$ cat config.mk
export PLATFORM = sky130hd
export DESIGN_NAME = hall_capture_timer
export DESIGN_NICKNAME = d
export VERILOG_FILES = /design/src/rtl/captm_pkg.sv /design/src/rtl/cap_prescaler.sv /design/src/rtl/cap_input_edge.sv /design/src/rtl/cap_counter.sv /design/src/rtl/cap_regs.sv /design/src/rtl/hall_capture_timer.sv
export SDC_FILE = /design/constraint.sdc
export NUM_CORES = 1
export LEC_CHECK = 0
export ABC_AREA = 1
export BUFFER_PORTS_ARGS = -buffer_cell sky130_fd_sc_hd__buf_2
export CAP_MARGIN = 30
export CORE_MARGIN = 4
export CORE_UTILIZATION = 35
export CTS_BUF_LIST = sky130_fd_sc_hd__clkbuf_4
export CTS_CLUSTER_DIAMETER = 40
export CTS_CLUSTER_SIZE = 24
export DETAILED_ROUTE_END_ITERATION = 16
export SKIP_LAST_GASP = 1
export SYNTH_ARGS = -nofsm -noshare
export SYNTH_HDL_FRONTEND = slang
export SYNTH_SLANG_ARGS = --single-unit
$ cat constraint.sdc
create_clock -name clk -period 2.57 [get_ports clk]
set_input_delay 0.514 -clock clk [delete_from_list [all_inputs] [get_ports clk]]
set_output_delay 0.514 -clock clk [all_outputs]
set_load 0.02 [all_outputs]
$ cat src/rtl/captm_pkg.sv
// Package: shared widths, register addresses and edge-mode encoding for the
// Hall-interval capture timer. Assumes an 8-bit register port.
package captm_pkg;
    localparam int CNT_W       = 16;
    localparam int DIV_STAGES  = 7;
    localparam int SEL_W       = $clog2(DIV_STAGES + 1);
    localparam int NUM_LINES   = 4;
    localparam int LINE_SEL_W  = $clog2(NUM_LINES);
    localparam int DATA_W      = 8;
    localparam int ADDR_W      = 3;

    localparam logic [ADDR_W-1:0] A_CTRL   = 3'd0;
    localparam logic [ADDR_W-1:0] A_EDGE   = 3'd1;
    localparam logic [ADDR_W-1:0] A_STAT   = 3'd2;
    localparam logic [ADDR_W-1:0] A_CAP_LO = 3'd3;
    localparam logic [ADDR_W-1:0] A_CAP_HI = 3'd4;
    localparam logic [ADDR_W-1:0] A_CNT_LO = 3'd5;
    localparam logic [ADDR_W-1:0] A_CNT_HI = 3'd6;

    localparam int ST_CAP  = 0;
    localparam int ST_OVR  = 1;
    localparam int ST_WRAP = 2;

    typedef enum logic [1:0] {
        EDGE_NONE = 2'd0,
        EDGE_RISE = 2'd1,
        EDGE_FALL = 2'd2,
        EDGE_BOTH = 2'd3
    } edge_mode_e;
endpackage

$ cat src/rtl/cap_prescaler.sv
// Module: cap_prescaler
// Produces a single-cycle count strobe. Code 0 gives a strobe on every rising
// edge of the PWM input. Code n (1..DIV_STAGES) gives one strobe every 2^n
// clocks from a divider that runs freely from reset. Assumes the PWM input is
// already synchronous to clk.
module cap_prescaler
    import captm_pkg::*;
#(
    parameter int STAGES = DIV_STAGES,
    localparam int SW = $clog2(STAGES + 1)
)(
    input  logic          clk,
    input  logic          rst_n,
    input  logic [SW-1:0] clk_sel_i,
    input  logic          pwm_i,
    output logic          tick_o
);
    logic [STAGES-1:0] div_q;
    logic              pwm_q;
    logic [STAGES:0]   taps;

    // Free-running divider and PWM history flop.
    always_ff @(posedge clk) begin
        if (!rst_n) begin
            div_q <= '0;
            pwm_q <= 1'b0;
        end else begin
            div_q <= div_q + 1'b1;
            pwm_q <= pwm_i;
        end
    end

    // Tap 0: PWM rising-edge strobe.
    always_comb taps[0] = pwm_i & ~pwm_q;

    genvar n;
    generate
        for (n = 1; n <= STAGES; n++) begin : g_tap
            // Tap n: strobe when the low n divider bits are all ones.
            always_comb taps[n] = &div_q[n-1:0];
        end
    endgenerate

    // Select the strobe named by the clock-select code.
    always_comb tick_o = taps[clk_sel_i];

    // divide-by-2 strobes never appear on consecutive cycles.
    p_div2_gap_r5: assert property (@(posedge clk) disable iff (!rst_n)
        (clk_sel_i == SW'(1) && tick_o) |=> (clk_sel_i != SW'(1) || !tick_o));
    // a PWM level held high yields no second strobe.
    p_pwm_once_r6: assert property (@(posedge clk) disable iff (!rst_n)
        (clk_sel_i == '0 && tick_o && pwm_i) |=> (clk_sel_i != '0 || !tick_o));
endmodule

$ cat src/rtl/cap_input_edge.sv
// Module: cap_input_edge
// Picks one of the input lines, passes it through a two-flop synchronizer and
// flags the edges that the edge mode qualifies. Assumes the lines are
// asynchronous and slower than clk.
module cap_input_edge
    import captm_pkg::*;
#(
    parameter int LINES = NUM_LINES,
    localparam int LW = $clog2(LINES)
)(
    input  logic             clk,
    input  logic             rst_n,
    input  logic [LINES-1:0] lines_i,
    input  logic [LW-1:0]    line_sel_i,
    input  edge_mode_e       mode_i,
    output logic             evt_o
);
    logic sel_line;
    logic sync1_q, sync2_q, hist_q;
    logic rise, fall;

    // Multiplex the watched line.
    always_comb sel_line = lines_i[line_sel_i];

    // Synchronizer pair plus one history flop for edge detection.
    always_ff @(posedge clk) begin
        if (!rst_n) begin
            sync1_q <= 1'b0;
            sync2_q <= 1'b0;
            hist_q  <= 1'b0;
        end else begin
            sync1_q <= sel_line;
            sync2_q <= sync1_q;
            hist_q  <= sync2_q;
        end
    end

    // Raw edges on the synchronized line.
    always_comb begin
        rise = sync2_q & ~hist_q;
        fall = ~sync2_q & hist_q;
    end

    // Qualify edges by the programmed mode.
    always_comb begin
        unique case (mode_i)
            EDGE_RISE: evt_o = rise;
            EDGE_FALL: evt_o = fall;
            EDGE_BOTH: evt_o = rise | fall;
            default:   evt_o = 1'b0;
        endcase
    end

    // mode 0 never produces an event.
    p_mode_off_r8: assert property (@(posedge clk) disable iff (!rst_n)
        (mode_i == EDGE_NONE) |-> !evt_o);
endmodule

$ cat src/rtl/cap_counter.sv
// Module: cap_counter
// Up-counter that advances on strobes while on and not paused. It clears on the
// clear pulse that an off-to-on write produces, and it reports a wrap pulse.
module cap_counter
    import captm_pkg::*;
#(
    parameter int W = CNT_W
)(
    input  logic         clk,
    input  logic         rst_n,
    input  logic         on_i,
    input  logic         pause_i,
    input  logic         clr_i,
    input  logic         tick_i,
    output logic [W-1:0] cnt_o,
    output logic         wrap_o
);
    logic [W-1:0] cnt_q;
    logic         adv;

    // Advance condition and wrap detection.
    always_comb begin
        adv    = on_i & ~pause_i & tick_i;
        wrap_o = adv & (&cnt_q);
    end

    // Count register: clear wins over advance.
    always_ff @(posedge clk) begin
        if (!rst_n)      cnt_q <= '0;
        else if (clr_i)  cnt_q <= '0;
        else if (adv)    cnt_q <= cnt_q + 1'b1;
    end

    always_comb cnt_o = cnt_q;

    // an enabling write leaves the count at zero.
    p_clear_on_r3: assert property (@(posedge clk) disable iff (!rst_n)
        clr_i |=> (cnt_q == '0));
    // while off the count keeps its residue.
    p_off_hold_r3: assert property (@(posedge clk) disable iff (!rst_n)
        (!on_i && !clr_i) |=> (cnt_q == $past(cnt_q)));
    // pause holds the count.
    p_pause_hold_r4: assert property (@(posedge clk) disable iff (!rst_n)
        (pause_i && !clr_i) |=> (cnt_q == $past(cnt_q)));
    // a wrap lands on zero.
    p_wrap_zero_r11: assert property (@(posedge clk) disable iff (!rst_n)
        (wrap_o && !clr_i) |=> (cnt_q == '0));
endmodule

$ cat src/rtl/cap_regs.sv
// Module: cap_regs
// Register file: control fields, the capture latch and the sticky status
// flags with write-one-to-clear. Reads are combinational from the address.
// A flag being set wins over a clear in the same cycle.
module cap_regs
    import captm_pkg::*;
(
    input  logic                   clk,
    input  logic                   rst_n,
    input  logic                   wr_i,
    input  logic [ADDR_W-1:0]      addr_i,
    input  logic [DATA_W-1:0]      wdata_i,
    output logic [DATA_W-1:0]      rdata_o,
    input  logic [CNT_W-1:0]       cnt_i,
    input  logic                   wrap_i,
    input  logic                   cap_evt_i,
    output logic                   on_o,
    output logic                   pause_o,
    output logic                   clr_o,
    output logic [SEL_W-1:0]       clk_sel_o,
    output logic [LINE_SEL_W-1:0]  line_sel_o,
    output edge_mode_e             mode_o
);
    logic                  pause_q, on_q;
    logic [SEL_W-1:0]      clk_sel_q;
    logic [LINE_SEL_W-1:0] line_sel_q;
    edge_mode_e            mode_q;
    logic [CNT_W-1:0]      cap_q;
    logic                  capf_q, ovr_q, wrapf_q;
    logic                  wr_ctrl, wr_edge;
    logic [2:0]            w1c;
    logic                  take;

    // Write decode, enable-edge clear pulse and capture qualification.
    always_comb begin
        wr_ctrl = wr_i && (addr_i == A_CTRL);
        wr_edge = wr_i && (addr_i == A_EDGE);
        w1c     = (wr_i && (addr_i == A_STAT)) ? wdata_i[2:0] : 3'b000;
        clr_o   = wr_ctrl && wdata_i[3] && !on_q;
        take    = cap_evt_i && on_q;
    end

    // Control registers.
    always_ff @(posedge clk) begin
        if (!rst_n) begin
            pause_q    <= 1'b0;
            clk_sel_q  <= '0;
            on_q       <= 1'b0;
            line_sel_q <= '0;
            mode_q     <= EDGE_NONE;
        end else begin
            if (wr_ctrl) begin
                pause_q    <= wdata_i[7];
                clk_sel_q  <= wdata_i[4 +: SEL_W];
                on_q       <= wdata_i[3];
                line_sel_q <= wdata_i[0 +: LINE_SEL_W];
            end
            if (wr_edge) mode_q <= edge_mode_e'(wdata_i[7:6]);
        end
    end

    // Capture latch.
    always_ff @(posedge clk) begin
        if (!rst_n)    cap_q <= '0;
        else if (take) cap_q <= cnt_i;
    end

    // Sticky status flags, set wins over write-one-to-clear.
    always_ff @(posedge clk) begin
        if (!rst_n) begin
            capf_q  <= 1'b0;
            ovr_q   <= 1'b0;
            wrapf_q <= 1'b0;
        end else begin
            if (take)              capf_q <= 1'b1;
            else if (w1c[ST_CAP])  capf_q <= 1'b0;
            if (take && capf_q)    ovr_q <= 1'b1;
            else if (w1c[ST_OVR])  ovr_q <= 1'b0;
            if (wrap_i)            wrapf_q <= 1'b1;
            else if (w1c[ST_WRAP]) wrapf_q <= 1'b0;
        end
    end

    // Read multiplexer.
    always_comb begin
        case (addr_i)
            A_CTRL:   rdata_o = {pause_q, clk_sel_q, on_q, 1'b0, line_sel_q};
            A_EDGE:   rdata_o = {mode_q, 6'b0};
            A_STAT:   rdata_o = {5'b0, wrapf_q, ovr_q, capf_q};
            A_CAP_LO: rdata_o = cap_q[7:0];
            A_CAP_HI: rdata_o = cap_q[CNT_W-1:8];
            A_CNT_LO: rdata_o = cnt_i[7:0];
            A_CNT_HI: rdata_o = cnt_i[CNT_W-1:8];
            default:  rdata_o = '0;
        endcase
    end

    // Field outputs.
    always_comb begin
        on_o       = on_q;
        pause_o    = pause_q;
        clk_sel_o  = clk_sel_q;
        line_sel_o = line_sel_q;
        mode_o     = mode_q;
    end

    // the latch holds the count present at the event.
    p_cap_value_r9: assert property (@(posedge clk) disable iff (!rst_n)
        (cap_evt_i && on_q) |=> (cap_q == $past(cnt_i)));
    // while off an event leaves the latch and the flag alone.
    p_off_nocap_r12: assert property (@(posedge clk) disable iff (!rst_n)
        (cap_evt_i && !on_q && !w1c[ST_CAP]) |=> ($stable(cap_q) && $stable(capf_q)));
    // a capture onto a set flag raises overrun.
    p_overrun_r10: assert property (@(posedge clk) disable iff (!rst_n)
        (cap_evt_i && on_q && capf_q) |=> ovr_q);
    // a wrap raises the sticky wrap flag.
    p_wrap_flag_r11: assert property (@(posedge clk) disable iff (!rst_n)
        wrap_i |=> wrapf_q);
endmodule

$ cat src/rtl/hall_capture_timer.sv
// Module: hall_capture_timer (top)
// Joins the prescaler, input edge detector, counter and register file.
// Assumes all inputs besides the Hall lines and cap_pin are synchronous to clk.
module hall_capture_timer
    import captm_pkg::*;
(
    input  logic              clk,
    input  logic              rst_n,
    input  logic              reg_wr,
    input  logic [ADDR_W-1:0] reg_addr,
    input  logic [DATA_W-1:0] reg_wdata,
    output logic [DATA_W-1:0] reg_rdata,
    input  logic              pwm_out,
    input  logic              hall_a,
    input  logic              hall_b,
    input  logic              hall_c,
    input  logic              cap_pin
);
    logic                  on, pause, clr, tick, wrap, evt;
    logic [SEL_W-1:0]      clk_sel;
    logic [LINE_SEL_W-1:0] line_sel;
    edge_mode_e            mode;
    logic [CNT_W-1:0]      cnt;
    logic [NUM_LINES-1:0]  lines;

    // Line vector in select-code order.
    always_comb lines = {cap_pin, hall_c, hall_b, hall_a};

    cap_prescaler #(.STAGES(DIV_STAGES)) u_presc (
        .clk(clk), .rst_n(rst_n), .clk_sel_i(clk_sel),
        .pwm_i(pwm_out), .tick_o(tick)
    );

    cap_input_edge #(.LINES(NUM_LINES)) u_edge (
        .clk(clk), .rst_n(rst_n), .lines_i(lines),
        .line_sel_i(line_sel), .mode_i(mode), .evt_o(evt)
    );

    cap_counter #(.W(CNT_W)) u_cnt (
        .clk(clk), .rst_n(rst_n), .on_i(on), .pause_i(pause),
        .clr_i(clr), .tick_i(tick), .cnt_o(cnt), .wrap_o(wrap)
    );

    cap_regs u_regs (
        .clk(clk), .rst_n(rst_n), .wr_i(reg_wr), .addr_i(reg_addr),
        .wdata_i(reg_wdata), .rdata_o(reg_rdata), .cnt_i(cnt),
        .wrap_i(wrap), .cap_evt_i(evt), .on_o(on), .pause_o(pause),
        .clr_o(clr), .clk_sel_o(clk_sel), .line_sel_o(line_sel),
        .mode_o(mode)
    );
endmodule

# ---- Yosys cells after proc, flatten, opt, wreduce, memory -nomap -nowiden
# Index checks and enable logic that the tools add are counted.
dict set report totals {
  reg_bits 55
  in_bits 19
  wordCells 73
}
dict set report classes {
  addsub 2
  order_cmp 2
  eq_ne 9
  mux 13
  bitwise 12
  n_reduce_logical 20
}
# cell count
set op_table {}
lappend op_table {{$pmux 8 s7} 1}
lappend op_table {{$add 16x1->16 const B} 1}
lappend op_table {{$reduce_and 16->1} 1}
lappend op_table {{$eq 3x3->1 const B} 3}
lappend op_table {{$mux 1} 8}
lappend op_table {{$add 7x1->7 const B} 1}
lappend op_table {{$logic_and 1x1->1} 7}
lappend op_table {{$reduce_and 7->1} 1}
lappend op_table {{$and 1x1->1} 6}
lappend op_table {{$eq 3x2->1 const B} 2}
lappend op_table {{$reduce_and 6->1} 1}
lappend op_table {{$reduce_bool 2->1} 3}
lappend op_table {{$not 1->1} 5}
lappend op_table {{$reduce_and 5->1} 1}
lappend op_table {{$eq 2x2->1 const B} 2}
lappend op_table {{$lt 3x4->1 const B} 1}
lappend op_table {{$reduce_and 4->1} 1}
lappend op_table {{$bmux 1 s3} 1}
lappend op_table {{$eq 3x1->1 const B} 1}
lappend op_table {{$logic_not 3->1} 1}
lappend op_table {{$lt 2x3->1 const B} 1}
lappend op_table {{$mux 3} 1}
lappend op_table {{$pmux 1 s3} 1}
lappend op_table {{$reduce_and 3->1} 1}
lappend op_table {{other kinds (6)} 6}

# ---- Depth between registers and ports, before layout
# Gate-level depths: netlist of run 1.
dict set report depth {
  ltp_word 7
  mapped_depth 12
}

# ---- Modules after synthesis
# From an unflattened synthesis of run 1, not the netlist that was laid out.
dict set report unflattened {
  hier_cells 440
  hier_area_um2 2959.1
}
# mod instances cells_per_inst area_per_inst_um2 seq_area_each_um2
set by_module_without_submodules {}
lappend by_module_without_submodules {cap_regs 1 221 1460.2 560.5}
lappend by_module_without_submodules {cap_counter 1 130 879.6 320.3}
lappend by_module_without_submodules {cap_prescaler 1 58 429.2 160.2}
lappend by_module_without_submodules {cap_input_edge 1 31 190.2 60.1}

# ---- Worst setup path before layout of run 1
# Ideal clock, no wire load.
dict set report synth_path {
  kind {input to output}
  from {in reg_addr[0]}
  to {out reg_rdata[3]}
  t_arrival_ns 1.243
  setup_slack_ns 0.813
  cell_stages 5
  n_path_buf 0
  path_cell_list {inv_1 nand3_1 o22ai_1 nor2_1 o21ai_0}
}
dict set report synth_between {
  elab_chain_len 2
  elab_cells_between_ends 8
  classes_between {eq/ne: 6; mux: 1; reduce/logical: 1}
}
# item line
set synth_rtl {}
lappend synth_rtl {{start, declared} hall_capture_timer.sv:10} ;# input logic [ADDR_W-1:0] reg_addr,
lappend synth_rtl {{$eq 3x3->1, or another cell as far along} cap_regs.sv:86} ;# case (addr_i)
lappend synth_rtl {{$pmux 8 s7 (*)} cap_regs.sv:86}
lappend synth_rtl {{end, declared} hall_capture_timer.sv:12} ;# output logic [DATA_W-1:0] reg_rdata,
# Every way passes the cells marked *; elsewhere a longest branch is shown, timed or not.

# ---- Worst setup path after layout of run 1
dict set report layout_path {
  from {in reg_addr[0]}
  to {out reg_rdata[5]}
}
# The elaborated chain is that of the path after synthesis.

==> results of run 1 <==
[sequential cells by signal, indices dropped and copies added, names as in the netlist, 2 cells and up]
signal / cells
u_regs.mode_o: 2
u_regs.cap_q: 16
u_regs.clk_sel_o: 3
u_cnt.cnt_o: 16
u_presc.div_q: 7
u_regs.line_sel_o: 2
[layout make-up]
type,instances,area share [%]
multi-input combinational,291,48.6
sequential,55,34.9
inverter,52,6.18
timing repair buffer,27,4.36
tap,102,4.04
clock buffer,5,1.19
clock inverter,3,0.753
[cells in the mapped netlist, drive strengths merged]
cell / count / share of area, %
nand2: 91 / 13
dfxtp: 55 / 38
inv: 52 / 6.7
a21oi: 48 / 9.7
nor2: 42 / 6.5
o21ai: 34 / 6.2
nand3: 32 / 5.7
buf: 9 / 2.2
o22ai: 7 / 1.5
xor2: 7 / 2.1
a22o: 6 / 1.8
ha: 6 / 2.6
nand4: 6 / 1.3
o211ai: 5 / 1.3
clkbuf: 3 / 0.39
nor3: 3 / 0.52
a31oi: 1 / 0.22
nand3b: 1 / 0.26
nor3b: 1 / 0.26
o221ai: 1 / 0.30
[power breakdown]
part	switching (mW)	internal [mW]	total, mW	leakage (nW)
logic	0.0694	0.0339	0.103	0.744
clock network	0.291	0.110	0.402	0.0278
registers	0.00982	0.866	0.876	0.445
[per-layer routing]
layer  vias up  part of all wire, %  GRT usage (%)
met4         0                 0.61           2.84
li1       1395                    -              -
met1      1230                   50           20.3
met2        54                   45           23.2
met3         5                  4.3           3.09
met5         -                    0              0
[metrics by stage]
step | instance area, um^2 | hold WS, ns | instances | total power [mW]
CTS | 3160 | 0.290 | 535 | 1.40
detailed placement | 3100 | 0.404 | 527 | 0.999
global placement | 3100 | 0.410 | 527 | 0.995
global route | 3160 | 0.294 | 535 | 1.46
floorplan | 2910 | 0.390 | 410 | 0.961
finish | 3160 | 0.316 | 535 | 1.38
[worst max-delay path, cell delays in order]
cell and delay (ns):
buf_2 0.13, inv_1 0.11, nand3_1 0.27, o22ai_1 0.28, a31oi_1 0.06, nand3_1 0.11, buf_2 0.18
[cell families after synthesis]
group | after synthesis | share of synthesized area [%]
AO/OA/AOI/OAI | 102 | 21.1
adder cells (fa/ha/maj) | 6 | 2.58
XOR/XNOR | 7 | 2.11
flip-flops | 55 | 37.9
buffers and inverters | 64 | 9.30
AND/OR/NAND/NOR | 176 | 27.1
[path summary, 6_finish.rpt]
path	depth (start not counted)	slack [ns]	start	to
setup / recovery	7	0.40	reg_addr[0]	reg_rdata[5]
hold / removal	3	0.32	pwm_out	u_presc.pwm_q$_SDFF_PN0_
setup reg to reg	12	0.60	u_presc.div_q[0]$_SDFF_PN0_	u_cnt.cnt_o[14]$_SDFFE_PP0P_
hold reg to reg	2	0.43	u_edge.sync1_q$_SDFF_PN0_	u_edge.sync2_q$_SDFF_PN0_
==> qor.tcl, run 1 <==
set qor(critical_path_required_ns) 2.06
set qor(finish.utilization_pct) 40.0
set qor(layout-drive-gt1-share_pct) 15.2
set qor(synthCells) 410
set qor(pre_cts_slack_ns) 0.436
set qor(leakage_nw) 1.22
set qor(layout_commonest_cell) {nand2_1}
set qor(n_antenna_cell) 0
set qor(antenna_found_initial) 0
set qor(syn-mean-instance-area_um2) 7.09
set qor(cts_hold_buf) 0
set qor(worstPathArrival_ns) 1.65
set qor(synth_sequential_area_ratio_pct) 37.9
set qor(first_pass_iters) 4
set qor(die_h_um) 99.1
set qor(cp_max_fo) 8
set qor(grt_max_degree) 34
set qor(worst_slew_margin_rel_pct) 58.0
set qor(post-route-worst-setup-slack_ns) 0.404
set qor(synthesis.yosys.warnings) 0
set qor(final_hold_viol_count) 0
set qor(tritoncts) {built}
set qor(final.fill_count) 842
set qor(finalWirelength_mm) 6.88
set qor(grt_pass1_wl_mm) 11.9
set qor(place_congestion) 0.839
set qor(htree_num_levels) 2
set qor(port_buffers) 26
set qor(crit_path_time_final_ns) 2.17
set qor(multiInputGateArea_mm2) 0.00154
set qor(max_freq_ghz) 0.462
set qor(die_width_um) 99.1
set qor(yosys_register_bits) 55
set qor(outcome) {complete, no violations}
set qor(hold_path_class) {primary input to flip-flop}
set qor(worstMarginPinSlew_ns) 0.627
set qor(finalCritPeriodShare_pct) 84.3
set qor(setup-violations-final) 0
set qor(fin_skew_ns) 0.00552
set qor(drc) 0
set qor(boundaryPins) 27
set qor(fin_setup_tns_ns) 0
set qor(antenna_left) 0
set qor(critical_path_class) {primary input to primary output}
set qor(final_net_count) 457
set qor(initial_utilization_pct) 36.8
set qor(final-max-slew-violation-count) 0
set qor(routedWlPerCell_um) 12.9
set qor(numClockSinks) 55
set qor(clock-root-buffer) {clkbuf_4}
set qor(power_per_cell_area_mw_per_mm2) 437
set qor(synthesis.area_mm2) 0.00291
set qor(placeableCoreArea_mm2) 0.00789
set qor(grtUsageTotal_pct) 14.5
set qor(cts_setup_buffers) 0
set qor(fp-row-count) 32
set qor(final-seq-area_mm2) 0.00110
set qor(clock_tree.buffer_depth) 2
set qor(max_cap_violations) 0
set qor(avgViaCountPerCell) 5.02
set qor(synthDistinctLibCells) 30
set qor(detailedRoute.firstIterationViolations) 236
set qor(rsz0062_at_grt) {false}
set qor(worst_setup_hold_path_clk_slew_ns) 0.17
set qor(syn-num-nets) 435
set qor(worst_setup_path_start_kind) {primary input}
set qor(num_vias) 2684
set qor(clock_latency_on_the_worst_skew_pair_ns) 0.38
set qor(peakVddDrop_uv) 213
set qor(floorplan.die_area_mm2) 0.00983
set qor(crit_path_end_kind) {primary output}
set qor(vias_in_the_first_global_route) 2462
set qor(place.detailed.hpwl_mm) 5.20
set qor(cts_resized) 0
set qor(grt-ovfl-total) 0
set qor(cts_made_buffers) 5
set qor(mostFrequentLayoutCells) {85 x nand2_1, 55 x dfxtp_1, 48 x inv_1}
set qor(area_growth_syn_to_layout_pct) 8.65
Power figures use the tool's default switching activity.
==> run 2: changes to the inputs <==
Clock period 2.57 ns to 1.7 ns, I/O delays scaled along.
==> qor.tcl, run 2 (same netlist as run 1, synthesis figures left out) <==
set qor(hold-path-cell-count) 3 ;# unchanged
set qor(clock_tree.buffer_depth) 2 ;# unchanged
set qor(critical_path_class) {flip-flop to primary output}
set qor(finalWirelength_mm) 7.46 ;# +8.4%
set qor(leakage_nw) 1.42 ;# +16%
set qor(numClockSinks) 55 ;# unchanged
set qor(worst-r2r-setup-slack_ns) 0.04 ;# -0.56 ns
set qor(ff2ff_path_depth) 13 ;# +1
set qor(n_antenna_cell) 0 ;# unchanged
set qor(area_growth_syn_to_layout_pct) 25.9
set qor(grt_max_degree) 34 ;# unchanged
set qor(vias_in_the_first_global_route) 2579 ;# +4.8%
set qor(worstHoldEndpoint) {u_presc.pwm_q$_SDFF_PN0_}
set qor(worst_slew_margin_rel_pct) 78.3 ;# +20 points
set qor(gr-usage-met1_pct) 19.7 ;# -0.61 points
set qor(initial_utilization_pct) 36.8 ;# unchanged
set qor(worstMarginPinSlew_ns) 0.325 ;# -0.303 ns
set qor(worstPathArrival_ns) 1.34 ;# -0.31 ns
set qor(first_pass_iters) 4 ;# unchanged
set qor(layout_commonest_cell) {nand2_1}
set qor(grt_pass1_wl_mm) 12.2 ;# +2.5%
set qor(grt_util_met3_pct) 2.73 ;# -0.35 points
set qor(boundaryPins) 27 ;# unchanged
set qor(cts_made_buffers) 5 ;# unchanged
set qor(final_net_count) 488 ;# +6.8%
set qor(final-max-slew-violation-count) 0 ;# unchanged
set qor(critPathTopFamily) {flip-flops}
set qor(grt-busiest-layer) {met2}
set qor(clock-root-buffer) {clkbuf_4}
set qor(max_freq_ghz) 0.597
set qor(cell_chain_critical_path) {inv_2 -> o22ai_1 -> a31oi_1 -> nand3_1 -> buf_6}
set qor(timing.critical_path.slowest_stage_cell) {dfxtp_2}
set qor(r2r_end) {u_cnt.cnt_o[15]$_SDFFE_PP0P_}
set qor(antenna_left) 0 ;# unchanged
set qor(setup-violations-final) 0 ;# unchanged
set qor(timing.rr.start) {u_presc.div_q[1]$_SDFF_PN0_}
set qor(worst_setup_path_start_kind) {flip-flop}
set qor(crit_path_end_kind) {primary output}
set qor(rsz0062_at_grt) {true}
set qor(drc) 0 ;# unchanged
set qor(grtUsageTotal_pct) 15.0 ;# +0.48 points
set qor(cp.buffers_inverters) 2 ;# -1
set qor(antenna_found_initial) 0 ;# unchanged
set qor(global_route.usage.met2_pct) 25.9 ;# +2.7 points
set qor(cp_max_fo) 4 ;# -4
set qor(critical_path_required_ns) 1.36 ;# -0.70 ns
set qor(worst_setup_hold_path_clk_slew_ns) 0.16 ;# about the same
set qor(routedWlPerCell_um) 13.2 ;# +2.5%
set qor(finalCritPeriodShare_pct) 98.6
set qor(start_point_of_the_worst_hold_path) {pwm_out}
set qor(fp-row-count) 32 ;# unchanged
set qor(mostFrequentLayoutCells) {82 x nand2_1, 36 x a21oi_1, 32 x buf_4, 32 x dfxtp_1, 31 x nor2_1}
set qor(crit_path_time_final_ns) 1.68
set qor(grt-ovfl-total) 0 ;# unchanged
set qor(final_hold_viol_count) 0 ;# unchanged
set qor(max_stage_delay_ns) 0.37 ;# +0.09 ns
set qor(fin_skew_ns) 0.0157 ;# +0.0102 ns
set qor(outcome) {complete, no violations}
set qor(place_congestion) 0.864 ;# +2.9%
set qor(port_buffers) 26 ;# unchanged
set qor(max_cap_violations) 0 ;# unchanged
set qor(tritoncts) {built}
set qor(die_width_um) 99.1 ;# unchanged
set qor(peakVddDrop_uv) 321 ;# +50%
set qor(post-layout-total-power_mw) 2.12 ;# +53%
set qor(clock_latency_on_the_worst_skew_pair_ns) 0.38 ;# about the same
set qor(placeableCoreArea_mm2) 0.00789 ;# unchanged
set qor(detailedRoute.firstIterationViolations) 131 ;# -44%
set qor(layout-drive-gt1-share_pct) 33.2 ;# +18 points
set qor(fin_setup_tns_ns) 0 ;# unchanged
set qor(hold_path_class) {primary input to flip-flop}
set qor(place.detailed.hpwl_mm) 5.50 ;# +5.9%
set qor(power_per_cell_area_mw_per_mm2) 578 ;# +32%
set qor(die_h_um) 99.1 ;# unchanged
set qor(avgViaCountPerCell) 4.92 ;# -2.0%
set qor(num_vias) 2784 ;# +3.7%
set qor(htree_num_levels) 2 ;# unchanged
set qor(floorplan.die_area_mm2) 0.00983 ;# unchanged
-- run 2: per-layer routing --
metal	share of wire (%)	vias to the layer above
met5	0	-
met4	0.64	0
met3	3.3	6
met2	49	43
met1	47	1269
li1	-	1466
-- run 2: area by class of cell --
class | instances | area (um^2)
clock buffers | 6 | 45.0
clock inverters | 2 | 12.5
fillers | 770 | 4230
inverters | 52 | 195
multi-input cells | 292 | 1660
flip-flops and latches | 55 | 1150
well taps | 102 | 128
repair buffers | 57 | 472
-- run 2: what timing repair did --
item	4_1_cts	5_1_grt
pin swaps	1	16
endpoints found under the hold margin	0	0
hold buffers	0	0
endpoints found under the setup margin	15	26
gates resized for setup	36	55
setup buffers	2	8
gates cloned	0	1
-- run 2: tightest hold or removal path, stage by stage --
cell	delay (ns)
buf_2	0.09
nand2_1	0.04
inv_1	0.04
-- run 2: how the worst max path moves through the flow --
| stage | startpoint | endpoint | slack, ns | cells after the start |
|---|---|---|---|---|
| final | u_cnt.cnt_o[13]$_SDFFE_PP0P_ | reg_rdata[5] | 0.02 | 5 |
| after global routing | u_presc.div_q[1]$_SDFF_PN0_ | u_cnt.cnt_o[13]$_SDFFE_PP0P_ | -0.07 | 13 |
| after CTS | u_cnt.cnt_o[15]$_SDFFE_PP0P_ | reg_rdata[7] | -0.01 | 5 |
| after detailed placement | reg_addr[0] | reg_rdata[6] | -0.09 | 7 |
| after global placement | reg_addr[0] | reg_rdata[6] | -0.07 | 7 |
| after floorplan | u_presc.div_q[0]$_SDFF_PN0_ | u_cnt.cnt_o[7]$_SDFFE_PP0P_ | 0.12 | 11 |
-- run 2: stage by stage --
step / hold WS (ns) / util (%) / setup slack [ns] / instance area [um^2] / std cells
finish: 0.153 / 46.4 / 0.0244 / 3660 / 566
global route: 0.154 / 46.4 / -0.0656 / 3660 / 566
CTS: 0.153 / 43.4 / -0.0107 / 3420 / 557
detailed placement: 0.413 / 41.6 / -0.0931 / 3280 / 547
global placement: 0.403 / 41.6 / -0.0680 / 3280 / 547
floorplan: 0.390 / - / 0.124 / 2910 / 410
-- run 2: report_power, final --
group	internal [mW]	total, mW	leakage [nW]	switching [mW]
Combinational	0.0935	0.217	0.924	0.123
Sequential	1.30	1.32	0.458	0.0180
Clock	0.178	0.581	0.0333	0.403
Total	1.57	2.12	1.42	0.544
==> run 3: changes to the inputs <==
Clock period 1.7 ns to 1.9 ns, I/O delays scaled along.
==> qor.tcl, run 3 (same netlist as run 1, synthesis figures left out) <==
set qor(place_congestion) 0.896 ;# +3.8%
set qor(cp_max_fo) 5 ;# +1
set qor(layout-drive-gt1-share_pct) 21.3 ;# -12 points
set qor(finish.utilization_pct) 41.6 ;# -4.8 points
set qor(clock_latency_on_the_worst_skew_pair_ns) 0.39 ;# about the same
set qor(cts_made_buffers) 5 ;# unchanged
set qor(max_freq_ghz) 0.550
set qor(grt-ovfl-total) 0 ;# unchanged
set qor(worstPathArrival_ns) 1.44 ;# +0.10 ns
set qor(clock-root-buffer) {clkbuf_4}
set qor(clock_tree.buffer_depth) 2 ;# unchanged
set qor(pre_cts_slack_ns) 0.0318 ;# +0.125 ns
set qor(worst_setup_path_start_kind) {flip-flop}
set qor(antenna_found_initial) 0 ;# unchanged
set qor(fp-row-count) 32 ;# unchanged
set qor(place.detailed.hpwl_mm) 5.28 ;# -4.1%
set qor(outcome) {complete, no violations}
set qor(floorplan.die_area_mm2) 0.00983 ;# unchanged
set qor(layout_commonest_cell) {nand2_1}
set qor(leakage_nw) 1.27 ;# -11%
set qor(port_buffers) 26 ;# unchanged
set qor(boundaryPins) 27 ;# unchanged
set qor(peakVddDrop_uv) 305 ;# -5.0%
set qor(die_h_um) 99.1 ;# unchanged
set qor(die_width_um) 99.1 ;# unchanged
set qor(crit_path_time_final_ns) 1.82
set qor(initial_utilization_pct) 36.8 ;# unchanged
set qor(ff2ff_path_depth) 12 ;# -1
set qor(hold_path_class) {primary input to flip-flop}
set qor(detailedRoute.firstIterationViolations) 100 ;# -24%
set qor(timing.critical_path.slowest_stage_cell) {dfxtp_2}
set qor(critical_path_required_ns) 1.52 ;# +0.16 ns
set qor(hold-path-cell-count) 3 ;# unchanged
set qor(area_growth_syn_to_layout_pct) 12.8
set qor(cp.buffers_inverters) 2 ;# unchanged
set qor(finalWirelength_mm) 7.04 ;# -5.6%
set qor(numClockSinks) 55 ;# unchanged
set qor(num_vias) 2732 ;# -1.9%
set qor(cell_chain_critical_path) {inv_1 -> o22ai_1 -> nor2_1 -> o211ai_1 -> buf_2}
set qor(power_per_cell_area_mw_per_mm2) 569 ;# -1.5%
set qor(antenna_left) 0 ;# unchanged
set qor(cts_hold_buf) 0 ;# unchanged
set qor(htree_num_levels) 2 ;# unchanged
set qor(tritoncts) {built}
set qor(worst_setup_hold_path_clk_slew_ns) 0.18 ;# +0.02 ns
set qor(max_cap_violations) 0 ;# unchanged
set qor(worst-r2r-setup-slack_ns) 0.19 ;# +0.15 ns
set qor(fin_worst_hold_slack_ns) 0.193 ;# +0.0403 ns
set qor(worstSetupPathDepth) 5 ;# unchanged
set qor(worstMarginPinSlew_ns) 0.447 ;# +0.123 ns
set qor(fin_setup_tns_ns) 0 ;# unchanged
set qor(grt_max_degree) 34 ;# unchanged
set qor(critPathTopFamily) {flip-flops}
set qor(max_stage_delay_ns) 0.41 ;# +0.04 ns
set qor(avgViaCountPerCell) 5.03 ;# +2.3%
set qor(mostFrequentLayoutCells) {84 x nand2_1, 43 x inv_1, 43 x dfxtp_1}
set qor(setup-violations-final) 0 ;# unchanged
set qor(post-route-worst-setup-slack_ns) 0.0825 ;# +0.0581 ns
set qor(finalCritPeriodShare_pct) 95.7
set qor(routedWlPerCell_um) 13.0 ;# -1.6%
set qor(grt_pass1_wl_mm) 12.2 ;# -0.23%
set qor(final.fill_count) 832 ;# +8.1%
set qor(post-layout-total-power_mw) 1.87 ;# -12%
set qor(placeableCoreArea_mm2) 0.00789 ;# unchanged
set qor(first_pass_iters) 5 ;# +1
set qor(critical_path_class) {flip-flop to primary output}
set qor(rsz0062_at_grt) {true}
set qor(fin_skew_ns) 0.0223 ;# +0.00652 ns
set qor(worst_slew_margin_rel_pct) 70.1 ;# -8.2 points
set qor(vias_in_the_first_global_route) 2563 ;# -0.62%
set qor(final_hold_viol_count) 0 ;# unchanged
set qor(n_antenna_cell) 0 ;# unchanged
set qor(crit_path_end_kind) {primary output}
set qor(drc) 0 ;# unchanged
set qor(final-max-slew-violation-count) 0 ;# unchanged
set qor(grtUsageTotal_pct) 14.8 ;# -0.19 points
set qor(final_net_count) 465 ;# -4.7%
==> run 3: changes by cell type in the layout (fill, tap and decap cells not counted), sizes merged <==
cell / previous run / this run
buf: 57 / 35
clkbuf: 6 / 5
clkinv: 2 / 1
clkinvlp: 0 / 2
nand2: 92 / 91
==> run 3: per-layer routing <==
layer  global-route usage (%)  wire (um)  vias to the layer above
met3                     3.30        378                       12
li1                         -          -                     1415
met5                        0          0                        -
met1                     20.8       3390                     1226
met2                     23.0       3170                       79
met4                     3.89         99                        0
==> run 3: what timing repair did <==
action | 4_1_cts | 5_1_grt
buffers inserted | 0 | 3
endpoints found under the hold margin | 0 | 0
pin swaps | 0 | 3
endpoints found under the setup margin | 1 | 15
resized for setup | 1 | 23
==> run 3: layout make-up <==
class                           instances  area [um^2]  share of cell area (%)
Inverter                               52          195                    5.95
Timing Repair Buffer                   35          225                    6.87
Multi-Input combinational cell        291         1550                    47.3
Clock inverter                          3         20.0                   0.610
Sequential cell                        55         1120                    34.2
Tap cell                              102          128                    3.89
Clock buffer                            5         37.5                    1.14
==> run 3: stage by stage <==
step,instance area (um^2),std cells
5_1_grt,3280,543
6_report,3280,543
2_1_floorplan,2910,410
3_3_place_gp,3160,532
4_1_cts,3220,540
3_5_place_dp,3160,532
==> run 3: where the power goes <==
part           internal, mW  total (mW)  leakage, nW  switching (mW)
Clock                 0.142       0.530       0.0272           0.388
Sequential             1.17        1.18        0.451          0.0132
Combinational        0.0566       0.154        0.788          0.0978
Total                  1.37        1.87         1.27           0.499
==> run 3: worst register-to-register path: cells and delay by family, from the launching register on <==
family                     cells  cell delay [ns]
buffers and inverters          2             0.15
and+or+nand+nor                7             0.70
AOI/OAI and AO/OA              1             0.12
DFF                            1             0.35
adders and majority gates      2             0.35
==> run 3: final timing paths <==
kind                                from                            to
max          u_cnt.cnt_o[9]$_SDFFE_PP0P_                  reg_rdata[1]
min                              pwm_out      u_presc.pwm_q$_SDFF_PN0_
max reg2reg  u_presc.div_q[0]$_SDFF_PN0_  u_cnt.cnt_o[15]$_SDFFE_PP0P_
min reg2reg    u_edge.sync1_q$_SDFF_PN0_     u_edge.sync2_q$_SDFF_PN0_
